$ cat src/rtl/scan_pkg.sv
package scan_pkg;
  // Command target selected by {vertical, stop} bits of a command word.
  typedef enum logic [1:0] {
    TGT_HSTART = 2'b00,
    TGT_HSTOP  = 2'b01,
    TGT_VSTART = 2'b10,
    TGT_VSTOP  = 2'b11
  } scan_tgt_e;
endpackage

$ cat src/rtl/scan_axis_reg.sv
// Staged start/stop pair for one axis, with range checking of each write.
module scan_axis_reg #(
  parameter int SIZE = 640,
  parameter int VW   = 10
) (
  input  logic          clk,
  input  logic          rst,
  input  logic          wr_start,
  input  logic          wr_stop,
  input  logic [VW-1:0] val,
  output logic [VW-1:0] start_q,
  output logic [VW-1:0] stop_q,
  output logic          ok,
  output logic          bad
);
  localparam logic [VW:0] LIMIT = (VW+1)'(SIZE);

  logic start_ok, stop_ok;

  always_comb begin
    start_ok = val < stop_q;
    stop_ok  = (val > start_q) && ({1'b0, val} < LIMIT);
    ok  = (wr_start && start_ok) || (wr_stop && stop_ok);
    bad = (wr_start && !start_ok) || (wr_stop && !stop_ok);
  end

  always_ff @(posedge clk) begin
    if (rst) begin
      start_q <= '0;
      stop_q  <= VW'(SIZE - 1);
    end else if (wr_start && start_ok) begin
      start_q <= val;
    end else if (wr_stop && stop_ok) begin
      stop_q <= val;
    end
  end
endmodule

$ cat src/rtl/scan_row_map.sv
// Maps a line index within the frame to a row offset inside the window.
module scan_row_map #(
  parameter int RW = 9
) (
  input  logic [RW-1:0] idx,
  input  logic [RW+1:0] n,
  input  logic          il,
  output logic [RW-1:0] off
);
  localparam int NW = RW + 2;

  logic [NW-1:0] half, idx_x;

  always_comb begin
    half  = (n + NW'(1)) >> 1;
    idx_x = NW'(idx);
    if (il && (idx_x >= half))
      off = RW'(((idx_x - half) << 1) + NW'(1));
    else if (il)
      off = RW'(idx_x << 1);
    else
      off = idx;
  end
endmodule

$ cat src/rtl/fpa_scan_ctrl.sv
module fpa_scan_ctrl
  import scan_pkg::*;
#(
  parameter int COLS = 640,
  parameter int ROWS = 480,
  parameter int HGAP = 4,
  localparam int CW = $clog2(COLS),
  localparam int RW = $clog2(ROWS),
  localparam int AW = (CW > RW) ? CW : RW,
  localparam int EW = RW + 2
) (
  input  logic          clk,
  input  logic          rst,
  input  logic          cmd_valid,
  input  logic          cmd_vert,
  input  logic          cmd_stop,
  input  logic [AW-1:0] cmd_data,
  input  logic          cfg_interlace,
  input  logic [EW-1:0] cfg_exp_lines,
  output logic          col_en,
  output logic [CW-1:0] col_addr,
  output logic          line_sync,
  output logic [RW-1:0] row_addr,
  output logic          frame_sync,
  output logic          row_rst,
  output logic [RW-1:0] row_rst_addr,
  output logic          err
);
  localparam int LW = CW + 2;
  localparam int NW = RW + 2;

  // ---------------- command decode and staged window ----------------
  scan_tgt_e     tgt;
  logic [AW-1:0] st_q [2];
  logic [AW-1:0] sp_q [2];
  logic          acc  [2];
  logic          rej  [2];

  assign tgt = scan_tgt_e'({cmd_vert, cmd_stop});

  for (genvar g = 0; g < 2; g++) begin : g_axis
    localparam int SZ = (g == 0) ? COLS : ROWS;
    localparam scan_tgt_e T_ST = (g == 0) ? TGT_HSTART : TGT_VSTART;
    localparam scan_tgt_e T_SP = (g == 0) ? TGT_HSTOP  : TGT_VSTOP;
    scan_axis_reg #(.SIZE(SZ), .VW(AW)) u_axis (
      .clk      (clk),
      .rst      (rst),
      .wr_start (cmd_valid && (tgt == T_ST)),
      .wr_stop  (cmd_valid && (tgt == T_SP)),
      .val      (cmd_data),
      .start_q  (st_q[g]),
      .stop_q   (sp_q[g]),
      .ok       (acc[g]),
      .bad      (rej[g])
    );
  end

  always_ff @(posedge clk) begin
    if (rst)                     err <= 1'b0;
    else if (rej[0] || rej[1])   err <= 1'b1;
    else if (acc[0] || acc[1])   err <= 1'b0;
  end

  // ---------------- settings for the next frame ----------------
  logic [LW-1:0] w_nx;
  logic [NW-1:0] n_nx, e_nx;

  always_comb begin
    w_nx = LW'(sp_q[0]) - LW'(st_q[0]) + LW'(1);
    n_nx = NW'(sp_q[1]) - NW'(st_q[1]) + NW'(1);
    if (cfg_exp_lines <= EW'(1))  e_nx = NW'(1);
    else if (cfg_exp_lines > n_nx) e_nx = n_nx;
    else                           e_nx = cfg_exp_lines;
  end

  // ---------------- active settings and scan counters ----------------
  logic [CW-1:0] hs_a;
  logic [LW-1:0] w_a;
  logic [RW-1:0] vs_a;
  logic [NW-1:0] n_a, e_a;
  logic          il_a;
  logic [LW-1:0] c;
  logic [RW-1:0] k;
  logic          line_last, frame_last;

  assign line_last  = (c == w_a + LW'(HGAP - 1));
  assign frame_last = line_last && (NW'(k) == n_a - NW'(1));

  always_ff @(posedge clk) begin
    if (rst) begin
      c    <= '0;
      k    <= '0;
      hs_a <= '0;
      w_a  <= LW'(COLS);
      vs_a <= '0;
      n_a  <= NW'(ROWS);
      e_a  <= NW'(ROWS);
      il_a <= 1'b0;
    end else if (line_last) begin
      c <= '0;
      if (frame_last) begin
        k    <= '0;
        hs_a <= CW'(st_q[0]);
        w_a  <= w_nx;
        vs_a <= RW'(st_q[1]);
        n_a  <= n_nx;
        e_a  <= e_nx;
        il_a <= cfg_interlace;
      end else begin
        k <= k + RW'(1);
      end
    end else begin
      c <= c + LW'(1);
    end
  end

  // ---------------- read and reset row pointers ----------------
  logic [NW-1:0] j_sum, j_wrap;
  logic [RW-1:0] idx_in [2];
  logic [RW-1:0] off    [2];

  always_comb begin
    j_sum  = NW'(k) + e_a;
    j_wrap = (j_sum >= n_a) ? (j_sum - n_a) : j_sum;
  end

  assign idx_in[0] = k;
  assign idx_in[1] = RW'(j_wrap);

  for (genvar m = 0; m < 2; m++) begin : g_map
    scan_row_map #(.RW(RW)) u_map (
      .idx (idx_in[m]),
      .n   (n_a),
      .il  (il_a),
      .off (off[m])
    );
  end

  // ---------------- registered strobes ----------------
  always_ff @(posedge clk) begin
    if (rst) begin
      col_en       <= 1'b0;
      col_addr     <= '0;
      line_sync    <= 1'b0;
      row_addr     <= '0;
      frame_sync   <= 1'b0;
      row_rst      <= 1'b0;
      row_rst_addr <= '0;
    end else begin
      col_en       <= c < w_a;
      col_addr     <= hs_a + CW'(c);
      line_sync    <= (c == '0);
      row_addr     <= vs_a + off[0];
      frame_sync   <= (k == '0);
      row_rst      <= line_last;
      row_rst_addr <= vs_a + off[1];
    end
  end
endmodule

$ cat config.mk
export PLATFORM = sky130hd
export DESIGN_NAME = fpa_scan_ctrl
export DESIGN_NICKNAME = d
export VERILOG_FILES = /design/src/rtl/scan_pkg.sv /design/src/rtl/scan_axis_reg.sv /design/src/rtl/scan_row_map.sv /design/src/rtl/fpa_scan_ctrl.sv
export SDC_FILE = /design/constraint.sdc
export NUM_CORES = 1
export LEC_CHECK = 0
export ABC_CLOCK_PERIOD_IN_PS = 7000
export BUFFER_PORTS_ARGS = -buffer_cell sky130_fd_sc_hd__buf_4
export CORE_MARGIN = 2
export CORE_UTILIZATION = 55
export CTS_CLUSTER_DIAMETER = 200
export DETAILED_ROUTE_END_ITERATION = 6
export PLACE_DENSITY = 0.87
export SKIP_CTS_REPAIR_TIMING = 1
export SLEW_MARGIN = 20
export SYNTH_ARGS = -nofsm -noshare
export SYNTH_HDL_FRONTEND = slang
export SYNTH_SLANG_ARGS = --single-unit
$ cat constraint.sdc
create_clock -name clk -period 7 [get_ports clk]
set_clock_uncertainty 0.05 [all_clocks]
set_input_delay 1.4 -clock clk [delete_from_list [all_inputs] [get_ports clk]]
set_output_delay 1.4 -clock clk [all_outputs]
set_load 0.01 [all_outputs]
==> run summary, run 1 <==
routed wire length: 31.39 mm
Syn Area/Cell: 8.090 um^2
Slowest Stage Delay on Critical Path: 0.37 ns
total congestion overflow: 0
RSZ-0062 raised after global routing: true
CTS Buffer Depth: 2
post-synthesis compound-gate area fraction: 16.87%
area grow syn2layout: 13.94%
Final Total Pwr: 0.002162 W
number of flops mapped to enable cells by yosys: 0
Top FF cell, synth: dfxtp_1
post-synthesis simple-gate area fraction: 19.55%
register bit total from synthesis: 148
PD cells: 163.9 mW/mm^2
dominant cell type by area after synthesis: dfxtp_1
final routed DRC violation total: 0
all-layer global routing usage: 28.19%
WS Path Type: flop to flop
CORE AREA: 0.02082 mm^2
Slew @ Worst Pin: 1.044 ns
multi-input logic area: 0.008163 mm^2
vias in the first global route: 10,299
DIE HEIGHT: 149.1 um
CP Max Fanout: 8
Slew Limit Fails: 0
DR vias/cell: 6.031
startpoint types: flop
Rows: 53
share of cells above drive strength 1: 11.65%
nature of the critical path endpoint: flop
Detail Route Antenna Nets: 0
io pins: 60
mux share of post-synthesis cell area: 4.540%
# fillers: 1,675
H-tree depth: 4
gpl congestion: 0.9268
worst ir drop on vdd: 175.6 uV
Yosys Warn Count: 0
die width: 149.1 um
Hold Crit Class: flop to flop
routed len/inst: 17.75 um
Sink Count: 148
Setup TNS Final: 0 ns
Worst-path clk slew: 0.07 ns
Fin Hold WS: 0.4243 ns
Pleak: 5.742 nW
Setup violations, final: 0
dominant cells by area after synthesis: dfxtp_1 26%, ha_1 17%, xnor2_1 5.6%, a21oi_1 5.3%, nand2_1 4.5%
sequential share of the synthesized area: 25.59%
first-pass GRT wire length: 50.51 mm
worst skew pair latency: 0.44 ns
largest net degree at the start of global routing: 92
Mapped Cells: 1,431
Iteration-0 DRC Markers: 844
syn_nets: 1,628
Die ar.: 0.02222 mm^2
Slowest-stage cell, CP: a221o_1
Buffers on Ports: 59
nets@finish: 1,677
initial core utilization: 55.59%
CTS Buf Count: 17
final hold viol count: 0
diode count: 0
main combinational cell family by area after synthesis: simple AND/OR/NAND/NOR gates
Crit path required time: 7.33 ns
clock root buffer: clkbuf_16
initial antenna violation count: 0
Post-DP HPWL: 22.31 mm
max capacitance violation total: 0
Post-Syn Area: 0.01158 mm^2
area occupied by registers: 0.002968 mm^2
XOR/XNOR share of the synthesized area: 8.776%
CTS tree: built
Netlist cell types: 71
worst relative slew slack: 29.95%
min Tclk post-route: 6.734 ns
iteration count of the initial detailed-routing pass: 7
adder-cell area share of the yosys netlist: 18.96%
asr flop ratio synth: 0%
via count: 10,662
status: finished, final reports clean
DP Cell Count: 1,727
max frequency: 148.5 MHz
fin cells: 1,768
Data arrival, critical path: 7.06 ns
final clock period utilization by the worst path: 96.20%
share of the synthesized area in the top cell type: 25.59%
-- layout make-up --
| cell class | instances | area share (%) |
|---|---|---|
| well taps | 275 | 2.609 |
| inverters | 113 | 3.216 |
| repair buffers | 86 | 4.952 |
| clock buffers | 20 | 3.386 |
| multi-input cells | 1114 | 61.89 |
| flip-flops and latches | 148 | 22.50 |
| clock inverters | 12 | 1.451 |
-- cell families (layout without fill, tap and decap cells) --
family | after synthesis | after routing
adder cells (fa/ha/maj) | 170 | 170
flip-flops | 148 | 148
AO/OA/AOI/OAI | 308 | 308
multiplexers | 51 | 51
buffers and inverters | 169 | 231
XOR/XNOR | 116 | 116
AND/OR/NAND/NOR | 469 | 469
-- cell usage in the layout (no fill, tap or decap), types with 7 or more instances in the layout --
cell	instances
ha_4	8
and3_1	12
nand4_1	17
nor2b_1	28
xnor2_1	74
o211ai_1	19
a21o_1	25
a211oi_1	10
nor4_1	8
or2_2	8
mux2_2	9
mux2i_1	39
o21bai_1	8
buf_4	85
inv_1	111
or3_1	13
nand3_1	34
o21a_1	17
nand2_1	139
clkbuf_16	17
xor2_1	42
dfxtp_1	144
nand3b_1	7
a31oi_1	7
ha_1	152
nand2b_1	11
nor2_1	120
nor3_1	41
a21oi_1	119
o21ai_0	44
-- sequential cells by signal, indices dropped and copies added, names as in the netlist, 10 cells and up --
name                   flops
hs_a                      10
n_a                       11
e_a                       11
w_a                       12
col_addr                  10
c                         12
g_axis.u_axis.start_q     20
g_axis.u_axis.stop_q      20
-- critical path, delay by kind of cell (launching register included) --
kind,cells,cell delay (ns)
and+or+nand+nor,5,0.70
AOI/OAI and AO/OA,15,3.31
xor gates and xnor gates,2,0.24
DFF,1,0.32
muxes,1,0.19
adders and majority gates,4,1.22
buffers and inverters,4,0.66
-- synthesized netlist by cell type (3+ instances only) --
cell,instances
ha_1,161
dfxtp_1,148
nand2_1,139
a21oi_1,123
nor2_1,121
inv_1,111
xnor2_1,74
o21ai_0,45
xor2_1,42
nor3_1,41
mux2i_1,39
nand3_1,34
clkbuf_1,31
nor2b_1,30
a21o_1,25
o211ai_1,19
buf_2,18
nand4_1,17
o21a_1,17
or3_1,13
and3_1,12
mux2_2,11
nand2b_1,11
a211oi_1,10
fa_1,9
a31oi_1,8
nor4_1,8
o21bai_1,8
or2_2,8
nand3b_1,7
o31ai_1,7
and2_1,6
buf_1,6
o2bb2ai_1,6
a211o_1,5
a221oi_1,4
and4_1,4
or4_1,4
a2111oi_0,3
nor3b_1,3
o2111ai_1,3
-- power by group --
group          total, W  switching (W)  internal [W]
logic          0.000286       0.000169      0.000117
clock network   0.00101       0.000398      0.000615
registers      0.000863      0.0000110      0.000852
total           0.00216       0.000578       0.00158
-- metal layers --
metal,global-route usage (%),share of wire [%],vias to the layer above
met4,10.38,3.1,0
met2,48.06,47,437
li1,-,-,5132
met5,0,0,-
met3,3.976,7.0,90
met1,36.33,43,5003
-- per-stage QoR --
step / util (%) / instance area, um^2 / setup WS, ns
final: 63.35 / 13190 / 0.2659
after global routing: 63.35 / 13190 / -0.07274
after CTS: 62.01 / 12910 / -0.02239
after detailed placement: 58.95 / 12270 / 0.01530
after global placement: 58.95 / 12270 / 0.2155
after floorplan: - / 11590 / 0.07121
-- worst paths after layout --
kind / start / to / slack [ns] / cells past startpoint
worst max-delay path: e_a[1] / row_rst_addr[8] / 0.27 / 31
worst min-delay path: g_axis[0].u_axis.start_q[8] / g_axis[0].u_axis.start_q[8] / 0.42 / 2
worst max register to register: e_a[1] / row_rst_addr[8] / 0.27 / 31
worst min register to register: g_axis[0].u_axis.start_q[8] / g_axis[0].u_axis.start_q[8] / 0.42 / 2
Note: power is estimated with default switching activity, not from simulation.
==> run 2: changes to the inputs <==
--- a/config.mk
+++ b/config.mk
@@ -11,9 +11,10 @@
 export CORE_UTILIZATION = 55
 export CTS_CLUSTER_DIAMETER = 200
 export DETAILED_ROUTE_END_ITERATION = 6
-export PLACE_DENSITY = 0.87
+export PLACE_DENSITY = 0.86
 export SKIP_CTS_REPAIR_TIMING = 1
 export SLEW_MARGIN = 20
 export SYNTH_ARGS = -nofsm -noshare
 export SYNTH_HDL_FRONTEND = slang
+export SYNTH_HIERARCHICAL = 1
 export SYNTH_SLANG_ARGS = --single-unit
==> run summary, run 2 <==
syn_nets: 1,666 (+2.3%)
initial antenna violation count: 0 (unchanged)
Worst-path clk slew: 0.06 ns (about the same)
top flop regs: g_axis.u_axis/start_q: 20 flops, g_axis.u_axis/stop_q: 20 flops
CTS tree: built
cell with the most instances after synthesis: ha_1
initial core utilization: 56.23% (+0.63 points)
dominant cells by area after synthesis: dfxtp_1 24%, ha_1 16%, mux2i_1 5.6%, nor2_1 4.6%, xnor2_1 4.4%
CTS Buffer Depth: 2 (unchanged)
Syn Area/Cell: 8.405 um^2 (+3.9%)
diode count: 0 (unchanged)
Hold Crit Class: flop to flop
die width: 153.8 um (+3.2%)
sequential share of the synthesized area: 24.00% (-1.6 points)
post-place setup slack: 0.1219 ns (+0.1066 ns)
max frequency: 151.6 MHz (+2.1%)
Yosys Warn Count: 6 (+6)
gpl congestion: 0.9458 (+2.1%)
Worst Setup EP: row_rst_addr[8]
max capacitance violation total: 0 (unchanged)
Slew Limit Fails: 0 (unchanged)
nature of the critical path endpoint: flop
Rows: 54 (+1.9%)
min Tclk post-route: 6.598 ns (-0.1357 ns)
first-pass GRT wire length: 50.50 mm (about the same)
nets@finish: 1,717 (+2.4%)
worst relative slew slack: 26.57% (-3.4 points)
clock root buffer: clkbuf_16
Buffers on Ports: 59 (unchanged)
share of cells above drive strength 1: 11.63% (-0.020 points)
H-tree depth: 4 (unchanged)
iteration count of the initial detailed-routing pass: 6 (-1)
R2R depth: 31 (unchanged)
CTS Buf Count: 17 (unchanged)
DIE HEIGHT: 153.8 um (+3.2%)
Die ar.: 0.02366 mm^2 (+6.5%)
WS Path Type: flop to flop
asr flop ratio synth: 0% (unchanged)
Pleak: 5.952 nW (+3.6%)
Slowest-stage cell, CP: fa_1
final setup margin: 0.4016 ns (+0.1357 ns)
register bit total from synthesis: 148 (unchanged)
Fin Hold WS: 0.4169 ns (-0.007332 ns)
Slew @ Worst Pin: 1.095 ns (+0.05114 ns)
largest net degree at the start of global routing: 82 (-11%)
share of the synthesized area in the top cell type: 24.00% (-1.6 points)
Sink Count: 148 (unchanged)
CP Max Fanout: 6 (-2)
final hold viol count: 0 (unchanged)
Post-synth top cells: 161 x ha_1, 152 x nor2_1, 148 x dfxtp_1
Top FF cell, synth: dfxtp_1
Data arrival, critical path: 6.90 ns (-0.16 ns)
Detail Route Antenna Nets: 0 (unchanged)
worst ir drop on vdd: 144.2 uV (-18%)
final routed DRC violation total: 0 (unchanged)
reg2reg setup slack: 0.40 ns (+0.14 ns)
Crit path required time: 7.30 ns (-0.03 ns)
area grow syn2layout: 11.26%
routed wire length: 31.09 mm (-0.95%)
RR Startpoint: e_a[0]
total congestion overflow: 0 (unchanged)
Setup crit start: e_a[0]
routed len/inst: 17.17 um (-3.3%)
all-layer global routing usage: 25.87% (-2.3 points)
vias in the first global route: 10,584 (+2.8%)
Netlist cell types: 91 (+28%)
final clock period utilization by the worst path: 94.26% (-1.9 points)
CORE AREA: 0.02196 mm^2 (+5.5%)
Iteration-0 DRC Markers: 853 (+1.1%)
Setup violations, final: 0 (unchanged)
status: finished, final reports clean
via count: 10,977 (+3.0%)
commonest non-fill, non-tap cell in the layout: ha_1
Post-DP HPWL: 22.84 mm (+2.4%)
startpoint types: flop
PD cells: 158.2 mW/mm^2 (-3.5%)
reg2reg end: row_rst_addr[8]
number of flops mapped to enable cells by yosys: 0 (unchanged)
dominant cell type by area after synthesis: dfxtp_1
io pins: 60 (unchanged)
Slowest Stage Delay on Critical Path: 0.41 ns (+0.04 ns)
DR vias/cell: 6.065 (+0.57%)
Post-Syn Area: 0.01235 mm^2 (+6.7%)
Mapped Cells: 1,469 (+2.7%)
worst skew pair latency: 0.44 ns (about the same)
most frequent cells in the layout: 161 x ha_1, 152 x nor2_1, 146 x dfxtp_1
[run 2: per-stage QoR]
stage	util [%]	cells	instance area (um^2)	setup TNS (ns)	total power, W
after detailed placement	59.39	1780	13040	0	0.001137
after CTS	62.39	1809	13700	0	0.002171
after floorplan	-	1469	12350	0	0.001067
after global placement	59.39	1780	13040	0	0.001125
final	62.56	1810	13740	0	0.002174
after global routing	62.56	1810	13740	-0.03554	0.002239
[run 2: area by class of cell]
class,instances,area [um^2]
Clock buffer,20,456.7
Clock inverter,9,202.7
Fill cell,1756,8222
Inverter,144,540.5
Multi-Input combinational cell,1134,8656
Sequential cell,148,2968
Tap cell,280,350.3
Timing Repair Buffer,75,563.0
[run 2: how the worst min path moves through the flow]
| stage | start | end | slack [ns] | cells after the start |
|---|---|---|---|---|
| 2_1_floorplan | hs_a[2] | hs_a[2] | 0.39 | 2 |
| 3_3_place_gp | hs_a[9] | hs_a[9] | 0.41 | 2 |
| 3_5_place_dp | hs_a[7] | hs_a[7] | 0.41 | 2 |
| 4_1_cts | hs_a[7] | hs_a[7] | 0.42 | 2 |
| 5_1_grt | hs_a[7] | hs_a[7] | 0.45 | 2 |
| 6_report | hs_a[7] | hs_a[7] | 0.42 | 2 |
[run 2: kinds of logic after synthesis]
group                      Yosys count  share of synthesized area, %
xor gates and xnor gates           115                         8.158
buffers and inverters              187                         6.090
adders and majority gates          171                         17.86
DFF                                148                         24.00
and+or+nand+nor                    470                         19.77
muxes                               88                         7.387
AOI/OAI and AO/OA                  290                         16.74
[run 2: critical path, delay by kind of cell (launching register included)]
kind	cells	cell delay, ns
xor gates and xnor gates	1	0.06
buffers and inverters	2	0.27
adders and majority gates	5	1.70
DFF	1	0.32
and+or+nand+nor	3	0.35
AOI/OAI and AO/OA	18	3.06
muxes	2	0.64
[run 2: power by group]
part	switching (W)	total [W]	internal [W]
registers	0.0000107	0.000862	0.000851
logic	0.000153	0.000263	0.000110
clock network	0.000367	0.00105	0.000682
[run 2: per-layer routing]
| layer | track usage [%] | vias to the layer above | wire, um |
|---|---|---|---|
| li1 | - | 5261 | - |
| met1 | 31.76 | 5222 | 13090 |
| met2 | 45.41 | 384 | 15020 |
| met3 | 3.946 | 110 | 1893 |
| met4 | 10.50 | 0 | 1083 |
| met5 | 0 | - | 0 |
